$ cat config.mk
export PLATFORM = sky130hd
export DESIGN_NAME = bg_seq_analyzer
export DESIGN_NICKNAME = d
export VERILOG_FILES = /design/src/rtl/bg_seq_pkg.sv /design/src/rtl/bg_seq_ctrl.sv /design/src/rtl/bg_sat_counter.sv /design/src/rtl/bg_seq_count.sv /design/src/rtl/bg_seq_analyzer.sv
export SDC_FILE = /design/constraint.sdc
export NUM_CORES = 1
export LEC_CHECK = 0
export BUFFER_PORTS_ARGS = -buffer_cell sky130_fd_sc_hd__buf_2
export CELL_PAD_IN_SITES_DETAIL_PLACEMENT = 0
export CELL_PAD_IN_SITES_GLOBAL_PLACEMENT = 2
export CORE_MARGIN = 4
export CORE_UTILIZATION = 35
export DETAILED_ROUTE_END_ITERATION = 16
export GPL_TIMING_DRIVEN = 0
export PLACE_DENSITY = 0.89
export REMOVE_ABC_BUFFERS = 1
export SYNTH_ARGS = -nofsm -noshare
export SYNTH_HDL_FRONTEND = slang
export SYNTH_SLANG_ARGS = --single-unit
$ cat constraint.sdc
create_clock -name clk -period 5.56 [get_ports clk]
set_clock_uncertainty 0.2 [all_clocks]
set_input_delay 0 -clock clk [delete_from_list [all_inputs] [get_ports clk]]
set_output_delay 0 -clock clk [all_outputs]
set_load 0.05 [all_outputs]
$ cat src/rtl/bg_seq_pkg.sv
package bg_seq_pkg;
  localparam int NUM_CAT = 4;
  // category index order: 0 rd same, 1 wr same, 2 rd diff, 3 wr diff
  typedef struct packed {
    logic rdSame;
    logic wrSame;
    logic rdDiff;
    logic wrDiff;
    logic clear;
  } bgStrobes_t;
endpackage

$ cat src/rtl/bg_seq_ctrl.sv
module bg_seq_ctrl
  import bg_seq_pkg::*;
#(
  parameter int RANK_W = 2,
  parameter int BG_W   = 2
) (
  input  logic              clk,
  input  logic              rstN,
  input  logic              clr,
  input  logic              cmdValid,
  input  logic              cmdIsWrite,
  input  logic [RANK_W-1:0] cmdRank,
  input  logic [BG_W-1:0]   cmdGroup,
  output bgStrobes_t        strobes
);
  logic              prevValid;
  logic              prevWrite;
  logic [RANK_W-1:0] prevRank;
  logic [BG_W-1:0]   prevGroup;

  logic live, sameDir, sameLoc;

  always_comb begin
    live    = cmdValid && !clr;
    sameDir = prevValid && (prevWrite == cmdIsWrite);
    sameLoc = (prevRank == cmdRank) && (prevGroup == cmdGroup);
    strobes.rdSame = live && sameDir && !cmdIsWrite &&  sameLoc;
    strobes.wrSame = live && sameDir &&  cmdIsWrite &&  sameLoc;
    strobes.rdDiff = live && sameDir && !cmdIsWrite && !sameLoc;
    strobes.wrDiff = live && sameDir &&  cmdIsWrite && !sameLoc;
    strobes.clear  = clr;
  end

  always_ff @(posedge clk) begin
    if (!rstN) begin
      prevValid <= 1'b0;
      prevWrite <= 1'b0;
      prevRank  <= '0;
      prevGroup <= '0;
    end else if (clr) begin
      prevValid <= 1'b0;
    end else if (cmdValid) begin
      prevValid <= 1'b1;
      prevWrite <= cmdIsWrite;
      prevRank  <= cmdRank;
      prevGroup <= cmdGroup;
    end
  end
endmodule

$ cat src/rtl/bg_sat_counter.sv
module bg_sat_counter #(
  parameter int W = 40
) (
  input  logic         clk,
  input  logic         rstN,
  input  logic         clr,
  input  logic         inc,
  output logic [W-1:0] value
);
  localparam logic [W-1:0] MAXV = '1;

  always_ff @(posedge clk) begin
    if (!rstN)                      value <= '0;
    else if (clr)                   value <= '0;
    else if (inc && value != MAXV)  value <= value + 1'b1;
  end
endmodule

$ cat src/rtl/bg_seq_count.sv
module bg_seq_count
  import bg_seq_pkg::*;
#(
  parameter int CNT_W = 40
) (
  input  logic                            clk,
  input  logic                            rstN,
  input  bgStrobes_t                      strobes,
  output logic [NUM_CAT-1:0][CNT_W-1:0]   catCnt,
  output logic [CNT_W-1:0]                pairCnt
);
  logic [NUM_CAT-1:0] incVec;
  logic               anyInc;

  assign incVec = {strobes.wrDiff, strobes.rdDiff, strobes.wrSame, strobes.rdSame};
  assign anyInc = |incVec;

  for (genvar g = 0; g < NUM_CAT; g++) begin : g_cat
    bg_sat_counter #(.W(CNT_W)) cnt_i (
      .clk   (clk),
      .rstN  (rstN),
      .clr   (strobes.clear),
      .inc   (incVec[g]),
      .value (catCnt[g])
    );
  end

  bg_sat_counter #(.W(CNT_W)) pair_i (
    .clk   (clk),
    .rstN  (rstN),
    .clr   (strobes.clear),
    .inc   (anyInc),
    .value (pairCnt)
  );
endmodule

$ cat src/rtl/bg_seq_analyzer.sv
module bg_seq_analyzer
  import bg_seq_pkg::*;
#(
  parameter int RANK_W = 2,
  parameter int BG_W   = 2,
  parameter int CNT_W  = 40
) (
  input  logic              clk,
  input  logic              rstN,
  input  logic              clr,
  input  logic              cmdValid,
  input  logic              cmdIsWrite,
  input  logic [RANK_W-1:0] cmdRank,
  input  logic [BG_W-1:0]   cmdGroup,
  output logic [CNT_W-1:0]  rdSameCnt,
  output logic [CNT_W-1:0]  wrSameCnt,
  output logic [CNT_W-1:0]  rdDiffCnt,
  output logic [CNT_W-1:0]  wrDiffCnt,
  output logic [CNT_W-1:0]  pairCnt
);
  bgStrobes_t                      strobes;
  logic [NUM_CAT-1:0][CNT_W-1:0]   catCnt;

  bg_seq_ctrl #(.RANK_W(RANK_W), .BG_W(BG_W)) ctrl_i (
    .clk        (clk),
    .rstN       (rstN),
    .clr        (clr),
    .cmdValid   (cmdValid),
    .cmdIsWrite (cmdIsWrite),
    .cmdRank    (cmdRank),
    .cmdGroup   (cmdGroup),
    .strobes    (strobes)
  );

  bg_seq_count #(.CNT_W(CNT_W)) count_i (
    .clk     (clk),
    .rstN    (rstN),
    .strobes (strobes),
    .catCnt  (catCnt),
    .pairCnt (pairCnt)
  );

  assign rdSameCnt = catCnt[0];
  assign wrSameCnt = catCnt[1];
  assign rdDiffCnt = catCnt[2];
  assign wrDiffCnt = catCnt[3];
endmodule

==> reports/qor.csv, run 1 <==
stage;metric;value;unit
finish;Syn-to-layout area delta;23.16;%
run_status;status;finished clean;
clock_tree;Bufs on Longest Clock Path;3;
clock_tree;Post-CTS Resized;0;
placement;detailed placer's ending HPWL;20450;µm
timing;Fin. Hold Viols;0;
route;wirelength, routed;29230;µm
synthesis;Ys Warns;0;
floorplanning;Die Y;177.9;µm
timing;# setup viols final;0;
route;drt first pass iters;5;
setup_path;Worst R2R Start;count_i.g_cat[1].cnt_i.value[0];
setup_path;slowest cell on the critical path;nand4_1;
clock_tree;clk sink count;206;
finish;fill count;2902;
floorplanning;Rows;61;
worst_hold_path;worst hold path type;input port to register;
clock_tree;post-CTS setup repair buffer count;0;
setup_path;crit path kind;register to register;
floorplanning;DIE WIDTH;177.9;µm
route;post-DR wirelength/cell;16.05;µm
placement;pre-CTS setup slack;1.804;ns
setup_path;CP Capture Type;register;
synthesis;post-synthesis register bit count;206;
worst_hold_path;worst hold start;cmdValid;
pwr;clock share of power;49.5;%
timing;final setup margin;2.070;ns
setup_path;Worst setup SP type;register;
clock_tree;CTS tree;yes;
clock_tree;clock latency on the worst-skew pair;0.51;ns
placement;RePlAce Congestion;0.7768;
synthesis;asr flop ratio synth;0;%
pwr;Max VDD drop;0.1680;mV
placement;placed inst area;11500;µm²
timing;Slew headroom;24.36;%
timing;fin crit period;3.490;ns
synthesis;Syn Std Cell Area;10100;µm²
clock_tree;Clock Pin Slew Worst Setup and Hold Paths;0.06;ns
timing;Least-Margin Pin Slew;1.106;ns
setup_path;Critical Path AT;3.70;ns
pwr;switching pwr;0.6701;mW
finish;final instance area;12440;µm²
timing;Slew Limit Fails;0;
synthesis;Post-synth EDFFs;0;
synthesis;cell taking the most area after synthesis;dfxtp_1;
global_routing;vias in the first global route;9008;
setup_path;CP Cell Sequence;ha_1 -> nand4_1 -> nor4_1 -> nand4_1 -> nand3_1 -> o311ai_0 -> o41ai_1;
clock_tree;H-tree lvl count;1;
setup_path;Worst path most repeated cell;nand4_1;
floorplanning;full die area;31630;µm²
global_routing;gr usage total;17.76;%
timing;TNS Setup;0;ns
flow_run;maxcap violations;0;
global_routing;first-pass GRT wire length;47360;µm
pwr;Power Total;3.070;mW
route;post-detailed-route count of antenna-violating nets;0;
timing;RSZ-0062 raised after global routing;no;
global_routing;antenna violations before repair;0;
route;vias;9613;
pwr;Reg power frac;48.2;%
route;# DRC;0;
synthesis;share of Yosys cell area claimed by the top area cell type;40.84;%
global_routing;largest net degree at the start of global routing;63;
pwr;leakage;4.629;nW
timing;fin crit share;62.77;%
synthesis;top cells by area, synth;dfxtp_1, xnor2_1, nor2_1;
setup_path;critical path startpoint;count_i.g_cat[1].cnt_i.value[0];
synthesis;ys flop type;dfxtp_1;
pwr;Pint;2.400;mW
floorplanning;Core Area;28090;µm²
floorplanning;IO Count;209;
clock_tree;hold buffer count at cts;18;
pwr;sw frac;21.83;%
timing;Hold WS;0.1180;ns
finish;share of layout cells above drive strength 1;18.71;%
route;detailed-route vias per instance;5.279;
clock_tree;Root Buffer;clkbuf_16;
global_routing;Congestion Overflow GR;0;
setup_path;CP Max Fanout;23;
floorplanning;Initial Util;35.95;%
pwr;Logic pwr share;2.3;%
finish;Layout Nets;1442;
clock_tree;CTS buffer count;25;
placement;port bufs;208;
finish;n_diodes;0;
synthesis;Unique masters post-synth;51;
pwr;Pwr Density;246.9;nW/µm²
synthesis;mean post-synth cell area;8.249;µm²
synthesis;Post-Syn Instances;1224;
timing;Max Freq;0.2865;GHz
setup_path;worst endpoint required time;5.77;ns
synthesis;register area share after synthesis;40.84;%
route;initial DRC count;539;
setup_path;crit-path max cell delay;0.94;ns
-- path summary, 6_finish.rpt --
kind                                           end  slack (ns)  cells after the start
setup / recovery  count_i.g_cat[1].cnt_i.value[37]        2.07                      7
hold / removal                    ctrl_i.prevValid        0.12                      4
setup reg to reg  count_i.g_cat[1].cnt_i.value[37]        2.07                      7
hold reg to reg                   ctrl_i.prevValid        0.28                      2
-- metrics by stage --
stage | cells | util [%]
finish | 1821 | 44.28
global route | 1821 | 44.28
CTS | 1820 | 44.25
detailed placement | 1760 | 40.95
global placement | 1756 | 40.56
floorplan | 1170 | -
-- area by class of cell --
| class | count | area [µm²] | area share (%) |
|---|---|---|---|
| Timing Repair Buffer | 231 | 1324 | 10.64 |
| Multi-Input combinational cell | 952 | 5724 | 46.03 |
| Tap cell | 378 | 473.0 | 3.803 |
| Clock buffer | 35 | 683.2 | 5.493 |
| Inverter | 12 | 45.04 | 0.3622 |
| Clock inverter | 7 | 62.56 | 0.5031 |
| Sequential cell | 206 | 4124 | 33.16 |
-- flip-flops by register name, summed over array words and instances, names as in the netlist --
| signal | cells |
|---|---|
| count_i.pair_i.value | 40 |
| count_i.g_cat.cnt_i.value | 160 |
| ctrl_i.prevValid | 1 |
| ctrl_i.prevGroup | 2 |
| ctrl_i.prevWrite | 1 |
| ctrl_i.prevRank | 2 |
-- power by group through the flow --
stage | clock network [mW] | registers (mW) | logic (mW)
after global routing | 1.62 | 1.48 | 0.0773
after detailed placement | 0 | 1.51 | 0.0607
after CTS | 1.57 | 1.48 | 0.0720
final | 1.52 | 1.48 | 0.0711
after floorplan | 0 | 1.51 | 0.0297
after global placement | 0 | 1.51 | 0.0514
-- layer usage --
metal | track usage [%] | up-vias | share of wire (%)
met5 | 0 | - | 0
met4 | 3.577 | 0 | 1.7
met3 | 3.110 | 29 | 5.0
met2 | 29.09 | 209 | 45
met1 | 24.70 | 4541 | 48
li1 | - | 4834 | -
-- placed cells by master, fill, tap and decap left out, types with 3 or more instances in the layout --
master | netlist | final
a21oi_1 | 38 | 38
a31o_2 | 3 | 3
and2_1 | 12 | 12
and3_1 | 37 | 37
and4_1 | 24 | 24
and4_4 | 4 | 4
buf_2 | 1 | 208
clkbuf_1 | 51 | 8
clkbuf_16 | 0 | 25
clkinv_2 | 0 | 5
dfxtp_1 | 206 | 206
dlygate4sd3_1 | 0 | 18
ha_1 | 5 | 5
inv_1 | 12 | 12
mux2i_1 | 11 | 11
nand2_1 | 94 | 94
nand2b_1 | 8 | 7
nand3_1 | 84 | 84
nand4_1 | 74 | 74
nor2_1 | 179 | 179
nor2b_1 | 6 | 5
nor3_1 | 51 | 51
nor4_1 | 31 | 31
nor4b_1 | 10 | 10
o2111ai_1 | 4 | 4
o211ai_1 | 18 | 18
o21ai_0 | 32 | 32
o311ai_0 | 3 | 3
o31ai_1 | 4 | 4
or2_2 | 4 | 4
or3_1 | 27 | 27
or4_1 | 19 | 19
xnor2_1 | 77 | 77
xor2_1 | 67 | 67
-- critical path: cells and delay by family, from the launching register on --
kind	cells	cell delay, ns
AND/OR/NAND/NOR	4	2.28
flip-flops	1	0.41
AO/OA/AOI/OAI	2	0.25
adder cells (fa/ha/maj)	1	0.24
-- synthesized netlist by cell type, drive strengths merged (8+ instances only) --
master	instances
or4	21
o21ai	34
dfxtp	206
o211ai	18
xor2	67
and2	12
nor4	32
or3	27
nand3	85
nand2b	8
nor3	51
nand4	76
and4	28
a21oi	38
xnor2	77
clkbuf	51
nand2	94
nor4b	10
nor2	180
mux2i	11
inv	12
and3	37
-- kinds of logic after synthesis --
group	count (synthesis)	synth area share, %
AOI/OAI and AO/OA	114	6.989
xor gates and xnor gates	144	12.49
adders and majority gates	5	0.6196
buffers and inverters	66	2.614
DFF	206	40.84
muxes	11	1.091
and+or+nand+nor	678	35.35
Note: power is estimated with default switching activity, not from simulation.
==> run 2, diff against run 1 <==
--- a/config.mk
+++ b/config.mk
@@ -9,10 +9,10 @@
 export CELL_PAD_IN_SITES_DETAIL_PLACEMENT = 0
 export CELL_PAD_IN_SITES_GLOBAL_PLACEMENT = 2
 export CORE_MARGIN = 4
-export CORE_UTILIZATION = 35
+export CORE_UTILIZATION = 29
 export DETAILED_ROUTE_END_ITERATION = 16
 export GPL_TIMING_DRIVEN = 0
-export PLACE_DENSITY = 0.89
+export PLACE_DENSITY = 0.79
 export REMOVE_ABC_BUFFERS = 1
 export SYNTH_ARGS = -nofsm -noshare
 export SYNTH_HDL_FRONTEND = slang
==> constraint.sdc (replaced) <==
create_clock -name clk -period 3.2 [get_ports clk]
set_clock_uncertainty 0.2 [all_clocks]
set_input_delay 0 -clock clk [delete_from_list [all_inputs] [get_ports clk]]
set_output_delay 0 -clock clk [all_outputs]
set_load 0.05 [all_outputs]
==> reports/qor.csv, run 2 (synthesis gave the netlist of run 1 again) <==
stage;metric;value;unit;change
global_routing;vias in the first global route;9242;;+2.6%
pwr;sw frac;22.41;%;+0.58 points
clock_tree;CTS buffer count;27;;+8.0%
flow_run;maxcap violations;0;;unchanged
route;vias;9691;;+0.81%
route;initial DRC count;426;;-21%
floorplanning;DIE WIDTH;194.6;µm;+9.4%
pwr;Reg power frac;45.1;%;-3.1 points
setup_path;Worst path most repeated cell;nor2_1;;
floorplanning;Initial Util;29.30;%;-6.6 points
setup_path;CP Capture Type;register;;
finish;fill count;3643;;+26%
route;detailed-route vias per instance;5.063;;-4.1%
clock_tree;Clock Pin Slew Worst Setup and Hold Paths;0.06;ns;about the same
pwr;clock share of power;52.6;%;+3.1 points
timing;Least-Margin Pin Slew;1.084;ns;-0.02155 ns
floorplanning;Die Y;194.6;µm;+9.4%
global_routing;largest net degree at the start of global routing;76;;+21%
finish;share of layout cells above drive strength 1;19.88;%;+1.2 points
setup_path;Buf/Inv on CP;0;;unchanged
pwr;switching pwr;1.277;mW;+91%
setup_path;crit path kind;register to register;;
clock_tree;Root Buffer;clkbuf_16;;
finish;n_diodes;0;;unchanged
finish;Top Registers;count_i.g_cat.cnt_i.value (160), count_i.pair_i.value (40);;
floorplanning;IO Count;209;;unchanged
route;# DRC;0;;unchanged
clock_tree;clk sink count;206;;unchanged
finish;max FFs per register;160;;unchanged
worst_hold_path;worst hold path type;input port to register;;
setup_path;worst endpoint required time;3.42;ns;-2.35 ns
placement;pre-CTS setup slack;-0.6043;ns;-2.408 ns
setup_path;CP Max Fanout;22;;-4.3%
setup_path;CP top delay family;simple AND/OR/NAND/NOR gates;;
finish;most frequent cells in the layout;buf_2, dfxtp_1, nor2_1, nand2_1, nand3_1;;
finish;commonest non-fill, non-tap cell in the layout;buf_2;;
route;drt first pass iters;4;;-1
route;wirelength, routed;31190;µm;+6.7%
clock_tree;CTS tree;yes;;
worst_hold_path;Hold EP;ctrl_i.prevValid;;
timing;Fin. Hold Viols;0;;unchanged
finish;Layout Nets;1454;;+0.83%
setup_path;Critical Path AT;3.17;ns;-0.53 ns
timing;# setup viols final;0;;unchanged
timing;fin crit period;2.953;ns;-0.5366 ns
placement;port bufs;208;;unchanged
timing;Max Freq;0.3386;GHz;+18%
timing;Slew Limit Fails;0;;unchanged
setup_path;crit-path max cell delay;0.63;ns;-0.31 ns
finish;area of the multi-input gates;5754;µm²;+0.52%
setup_path;FF-to-FF End;count_i.g_cat[2].cnt_i.value[25];;
global_routing;gr usage total;15.72;%;-2.0 points
placement;detailed placer's ending HPWL;21710;µm;+6.2%
pwr;Pint;4.420;mW;+84%
floorplanning;Core Area;34460;µm²;+23%
clock_tree;Bufs on Longest Clock Path;3;;unchanged
clock_tree;H-tree lvl count;1;;unchanged
setup_path;worst r2r path cells;6;;-1
floorplanning;full die area;37870;µm²;+20%
finish;Largest Register;count_i.g_cat.cnt_i.value;;
global_routing;first-pass GRT wire length;50670;µm;+7.0%
clock_tree;clock latency on the worst-skew pair;0.54;ns;+0.03 ns
floorplanning;Rows;68;;+11%
setup_path;Worst R2R Setup Slack;0.25;ns;-1.82 ns
route;post-detailed-route count of antenna-violating nets;0;;unchanged
timing;fin crit share;92.29;%;+30 points
global_routing;Congestion Overflow GR;0;;unchanged
setup_path;Worst setup SP type;register;;
worst_hold_path;hold depth;4;;unchanged
worst_hold_path;worst hold start;cmdValid;;
placement;RePlAce Congestion;0.7663;;-1.4%
run_status;status;finished clean;;
route;post-DR wirelength/cell;16.30;µm;+1.5%
setup_path;slowest cell on the critical path;nand2_1;;
global_routing;antenna violations before repair;0;;unchanged
setup_path;Worst R2R Start;ctrl_i.prevValid;;
setup_path;CP Cell Sequence;nand3b_1 -> nor2_1 -> nand2_1 -> nor2_1 -> a21oi_1 -> a31o_2;;
timing;Slew headroom;25.84;%;+1.5 points
timing;Hold WS;0.07675;ns;-0.04127 ns
pwr;leakage;4.739;nW;+2.4%
timing;RSZ-0062 raised after global routing;no;;
timing;final setup margin;0.2466;ns;-1.823 ns
finish;Syn-to-layout area delta;26.25;%;
finish;register area;4124;µm²;unchanged
pwr;Max VDD drop;0.3602;mV;+110%
pwr;Logic pwr share;2.2;%;about the same
pwr;Pwr Density;446.9;nW/µm²;+81%
==> run 2: cell type report <==
cell class	instances	share of cell area, %
multi-input combinational	953	45.14
sequential	206	32.35
clock buffer	40	6.311
clock inverter	8	0.5595
tap	455	4.466
timing repair buffer	240	10.82
inverter	12	0.3534
==> run 2: stage by stage <==
stage                     TNS [ns]  instances  instance area [µm²]  utilization, %  total power, mW
final                            0       1914                12750           36.99            5.697
after CTS                   -1.835       1907                12680           36.79            5.799
after global placement     -679.75       1833                11490           33.34            2.720
after detailed placement    -8.546       1836                11580           33.60            2.734
after floorplan            -130.19       1170                 9878               -            2.679
after global routing             0       1914                12750           36.99            5.911
==> run 2: worst max path at each step <==
| stage | start | cells after the start | to | slack, ns |
|---|---|---|---|---|
| 2_1_floorplan | clr | 3 | count_i.g_cat[0].cnt_i.value[22] | -0.86 |
| 3_3_place_gp | clr | 4 | count_i.g_cat[0].cnt_i.value[22] | -3.80 |
| 3_5_place_dp | ctrl_i.prevGroup[1] | 6 | count_i.g_cat[0].cnt_i.value[16] | -0.60 |
| 4_1_cts | ctrl_i.prevRank[1] | 6 | count_i.g_cat[3].cnt_i.value[39] | -0.22 |
| 5_1_grt | count_i.g_cat[1].cnt_i.value[0] | 7 | count_i.g_cat[1].cnt_i.value[32] | 0.008 |
| 6_report | ctrl_i.prevValid | 6 | count_i.g_cat[2].cnt_i.value[25] | 0.25 |
==> run 2: tightest hold or removal path, stage by stage <==
cell           delay (ns)
dlygate4sd3_1        0.52
buf_2                0.14
nor2_1               0.04
nor2_1               0.08
==> run 2: routing by layer <==
layer | routed length [µm] | vias to the layer above | track usage [%] | share of wire (%)
met5 | 0 | - | 0 | 0
met4 | 829 | 0 | 4.089 | 2.7
met3 | 1296 | 40 | 2.895 | 4.2
met2 | 14210 | 162 | 25.37 | 46
met1 | 14860 | 4640 | 21.73 | 48
li1 | - | 4849 | - | -
==> run 2: power groups by stage <==
stage | Clock [mW] | Sequential (mW) | Combinational (mW)
6_report | 3.00 | 2.57 | 0.127
5_1_grt | 3.20 | 2.57 | 0.139
4_1_cts | 3.10 | 2.57 | 0.125
3_5_place_dp | 0 | 2.63 | 0.106
3_3_place_gp | 0 | 2.63 | 0.0931
2_1_floorplan | 0 | 2.63 | 0.0515
==> run 2: repair_timing <==
item | CTS | global route
setup buffers | 4 | 7
gates resized for setup | 1 | 4
hold buffers | 18 | 0
setup endpoints to repair | 50 | 42
pin swaps | 1 | 4
endpoints found under the hold margin | 35 | 0
gates cloned | 1 | 0
==> run 3, diff against run 2 <==
--- a/config.mk
+++ b/config.mk
@@ -5,13 +5,14 @@
 export SDC_FILE = /design/constraint.sdc
 export NUM_CORES = 1
 export LEC_CHECK = 0
-export BUFFER_PORTS_ARGS = -buffer_cell sky130_fd_sc_hd__buf_2
+export BUFFER_PORTS_ARGS = -buffer_cell sky130_fd_sc_hd__buf_4
 export CELL_PAD_IN_SITES_DETAIL_PLACEMENT = 0
 export CELL_PAD_IN_SITES_GLOBAL_PLACEMENT = 2
 export CORE_MARGIN = 4
 export CORE_UTILIZATION = 29
 export DETAILED_ROUTE_END_ITERATION = 16
 export GPL_TIMING_DRIVEN = 0
+export MAX_ROUTING_LAYER = met4
 export PLACE_DENSITY = 0.79
 export REMOVE_ABC_BUFFERS = 1
 export SYNTH_ARGS = -nofsm -noshare
==> reports/qor.csv, run 3 (synthesis gave the netlist of run 1 again) <==
stage;metric;value;unit;change
flow_run;maxcap violations;0;;unchanged
pwr;Max VDD drop;0.3126;mV;-13%
floorplanning;Initial Util;29.30;%;unchanged
timing;RSZ-0062 raised after global routing;no;;
global_routing;M2 GR Usage;25.32;%;-0.052 points
setup_path;Worst setup SP type;register;;
finish;final core occ;38.55;%;+1.6 points
route;post-detailed-route count of antenna-violating nets;0;;unchanged
pwr;Power Total;5.516;mW;-3.2%
global_routing;Congestion Overflow GR;0;;unchanged
run_status;status;finished clean;;
clock_tree;H-tree lvl count;1;;unchanged
floorplanning;full die area;37870;µm²;unchanged
setup_path;crit path kind;register to register;;
clock_tree;Root Buffer;clkbuf_16;;
finish;max FFs per register;160;;unchanged
finish;final instance area;13280;µm²;+4.2%
timing;Fin. Hold Viols;0;;unchanged
timing;Least-Margin Pin Slew;1.150;ns;+0.06565 ns
floorplanning;IO Count;209;;unchanged
placement;port bufs;208;;unchanged
route;detailed-route vias per instance;5.038;;-0.50%
timing;TNS Setup;0;ns;unchanged
setup_path;CP Capture Type;register;;
timing;# setup viols final;0;;unchanged
clock_tree;clk sink count;206;;unchanged
placement;placed inst area;12130;µm²;+4.7%
finish;Top Registers;count_i.g_cat.cnt_i.value (160), count_i.pair_i.value (40);;
floorplanning;Rows;68;;unchanged
floorplanning;Die Y;194.6;µm;unchanged
global_routing;first-pass GRT wire length;51250;µm;+1.1%
setup_path;worst endpoint required time;3.41;ns;about the same
clock_tree;CTS tree;yes;;
route;initial DRC count;477;;+12%
global_routing;gr usage total;16.39;%;+0.67 points
timing;Max Freq;0.3365;GHz;-0.61%
global_routing;antenna violations before repair;0;;unchanged
timing;Slew Limit Fails;0;;unchanged
timing;fin crit period;2.972;ns;+0.01821 ns
placement;RePlAce Congestion;0.7885;;+2.9%
setup_path;CP Max Fanout;10;;-55%
finish;share of layout cells above drive strength 1;19.84;%;-0.041 points
finish;commonest non-fill, non-tap cell in the layout;buf_4;;
route;drt first pass iters;5;;+1
finish;most frequent cells in the layout;buf_4, dfxtp_1, nor2_1, nand2_1, nand3_1;;
route;post-DR wirelength/cell;16.48;µm;+1.1%
floorplanning;Core Area;34460;µm²;unchanged
clock_tree;Clock Pin Slew Worst Setup and Hold Paths;0.06;ns;about the same
global_routing;vias in the first global route;9230;;-0.13%
clock_tree;CTS buffer count;26;;-3.7%
global_routing;M3 GR Usage;2.860;%;-0.035 points
global_routing;met1 Use GR;22.13;%;+0.41 points
global_routing;GR peak layer;met2;;
finish;Non-Filler Instances;1912;;-0.10%
clock_tree;clock latency on the worst-skew pair;0.52;ns;-0.02 ns
placement;detailed placer's ending HPWL;21950;µm;+1.1%
pwr;Pwr Density;415.3;nW/µm²;-7.1%
pwr;leakage;4.717;nW;-0.46%
placement;pre-CTS setup slack;-0.4786;ns;+0.1257 ns
timing;final setup margin;0.2284;ns;-0.01821 ns
timing;Hold WS;0.03467;ns;-0.04208 ns
floorplanning;DIE WIDTH;194.6;µm;unchanged
finish;Largest Register;count_i.g_cat.cnt_i.value;;
clock_tree;Bufs on Longest Clock Path;3;;unchanged
timing;Slew headroom;21.35;%;-4.5 points
route;# DRC;0;;unchanged
finish;Syn-to-layout area delta;31.56;%;
finish;n_diodes;0;;unchanged
global_routing;largest net degree at the start of global routing;67;;-12%
setup_path;Critical Path AT;3.18;ns;about the same
worst_hold_path;worst hold path type;input port to register;;
route;wirelength, routed;31520;µm;+1.0%
timing;fin crit share;92.86;%;+0.57 points
finish;Layout Nets;1457;;+0.21%
placement;DP Cell Count;1837;;+0.054%
route;vias;9632;;-0.61%
==> run 3: per-layer routing <==
layer,share of wire [%],vias up
li1,-,4863
met2,45,155
met3,4.4,54
met1,47,4560
met5,0,-
met4,2.9,0
==> run 3: final cells by class <==
type	instances	area (µm²)
inverter	12	45.04
clock buffer	38	777.0
multi-input combinational	953	5766
clock inverter	4	26.28
sequential	206	4124
tap	455	569.3
timing repair buffer	244	1977
fill	3523	21170
==> run 3: path summary, 6_finish.rpt <==
kind         slack [ns]                     start  depth (start not counted)                                to
min reg2reg        0.28          ctrl_i.prevValid                          2                  ctrl_i.prevValid
max                0.23  count_i.pair_i.value[18]                          7          count_i.pair_i.value[14]
max reg2reg        0.23  count_i.pair_i.value[18]                          7          count_i.pair_i.value[14]
min                0.03               cmdGroup[1]                          8  count_i.g_cat[0].cnt_i.value[17]
==> run 3: worst max-delay path, stage by stage (launching register included) <==
cell and delay (ns):
dfxtp_1 0.44, nand4_1 0.24, nor3_2 0.40, nand4_2 0.33, o21ai_0 0.45, nor3_1 0.09
o21a_1 0.17, dlygate4sd3_1 0.54
==> run 3: report_power, final <==
group          internal (mW)  switching (mW)  total, mW
registers               2.57         0.00264       2.57
clock network           1.66            1.15       2.81
logic                 0.0535          0.0823      0.136
==> run 3: timing repair <==
action	CTS	global route
endpoints found under the hold margin	65	0
hold buffers	19	0
resized for setup	1	6
buffers inserted	3	10
gates cloned	1	0
endpoints found under the setup margin	39	44
pin swaps	1	5
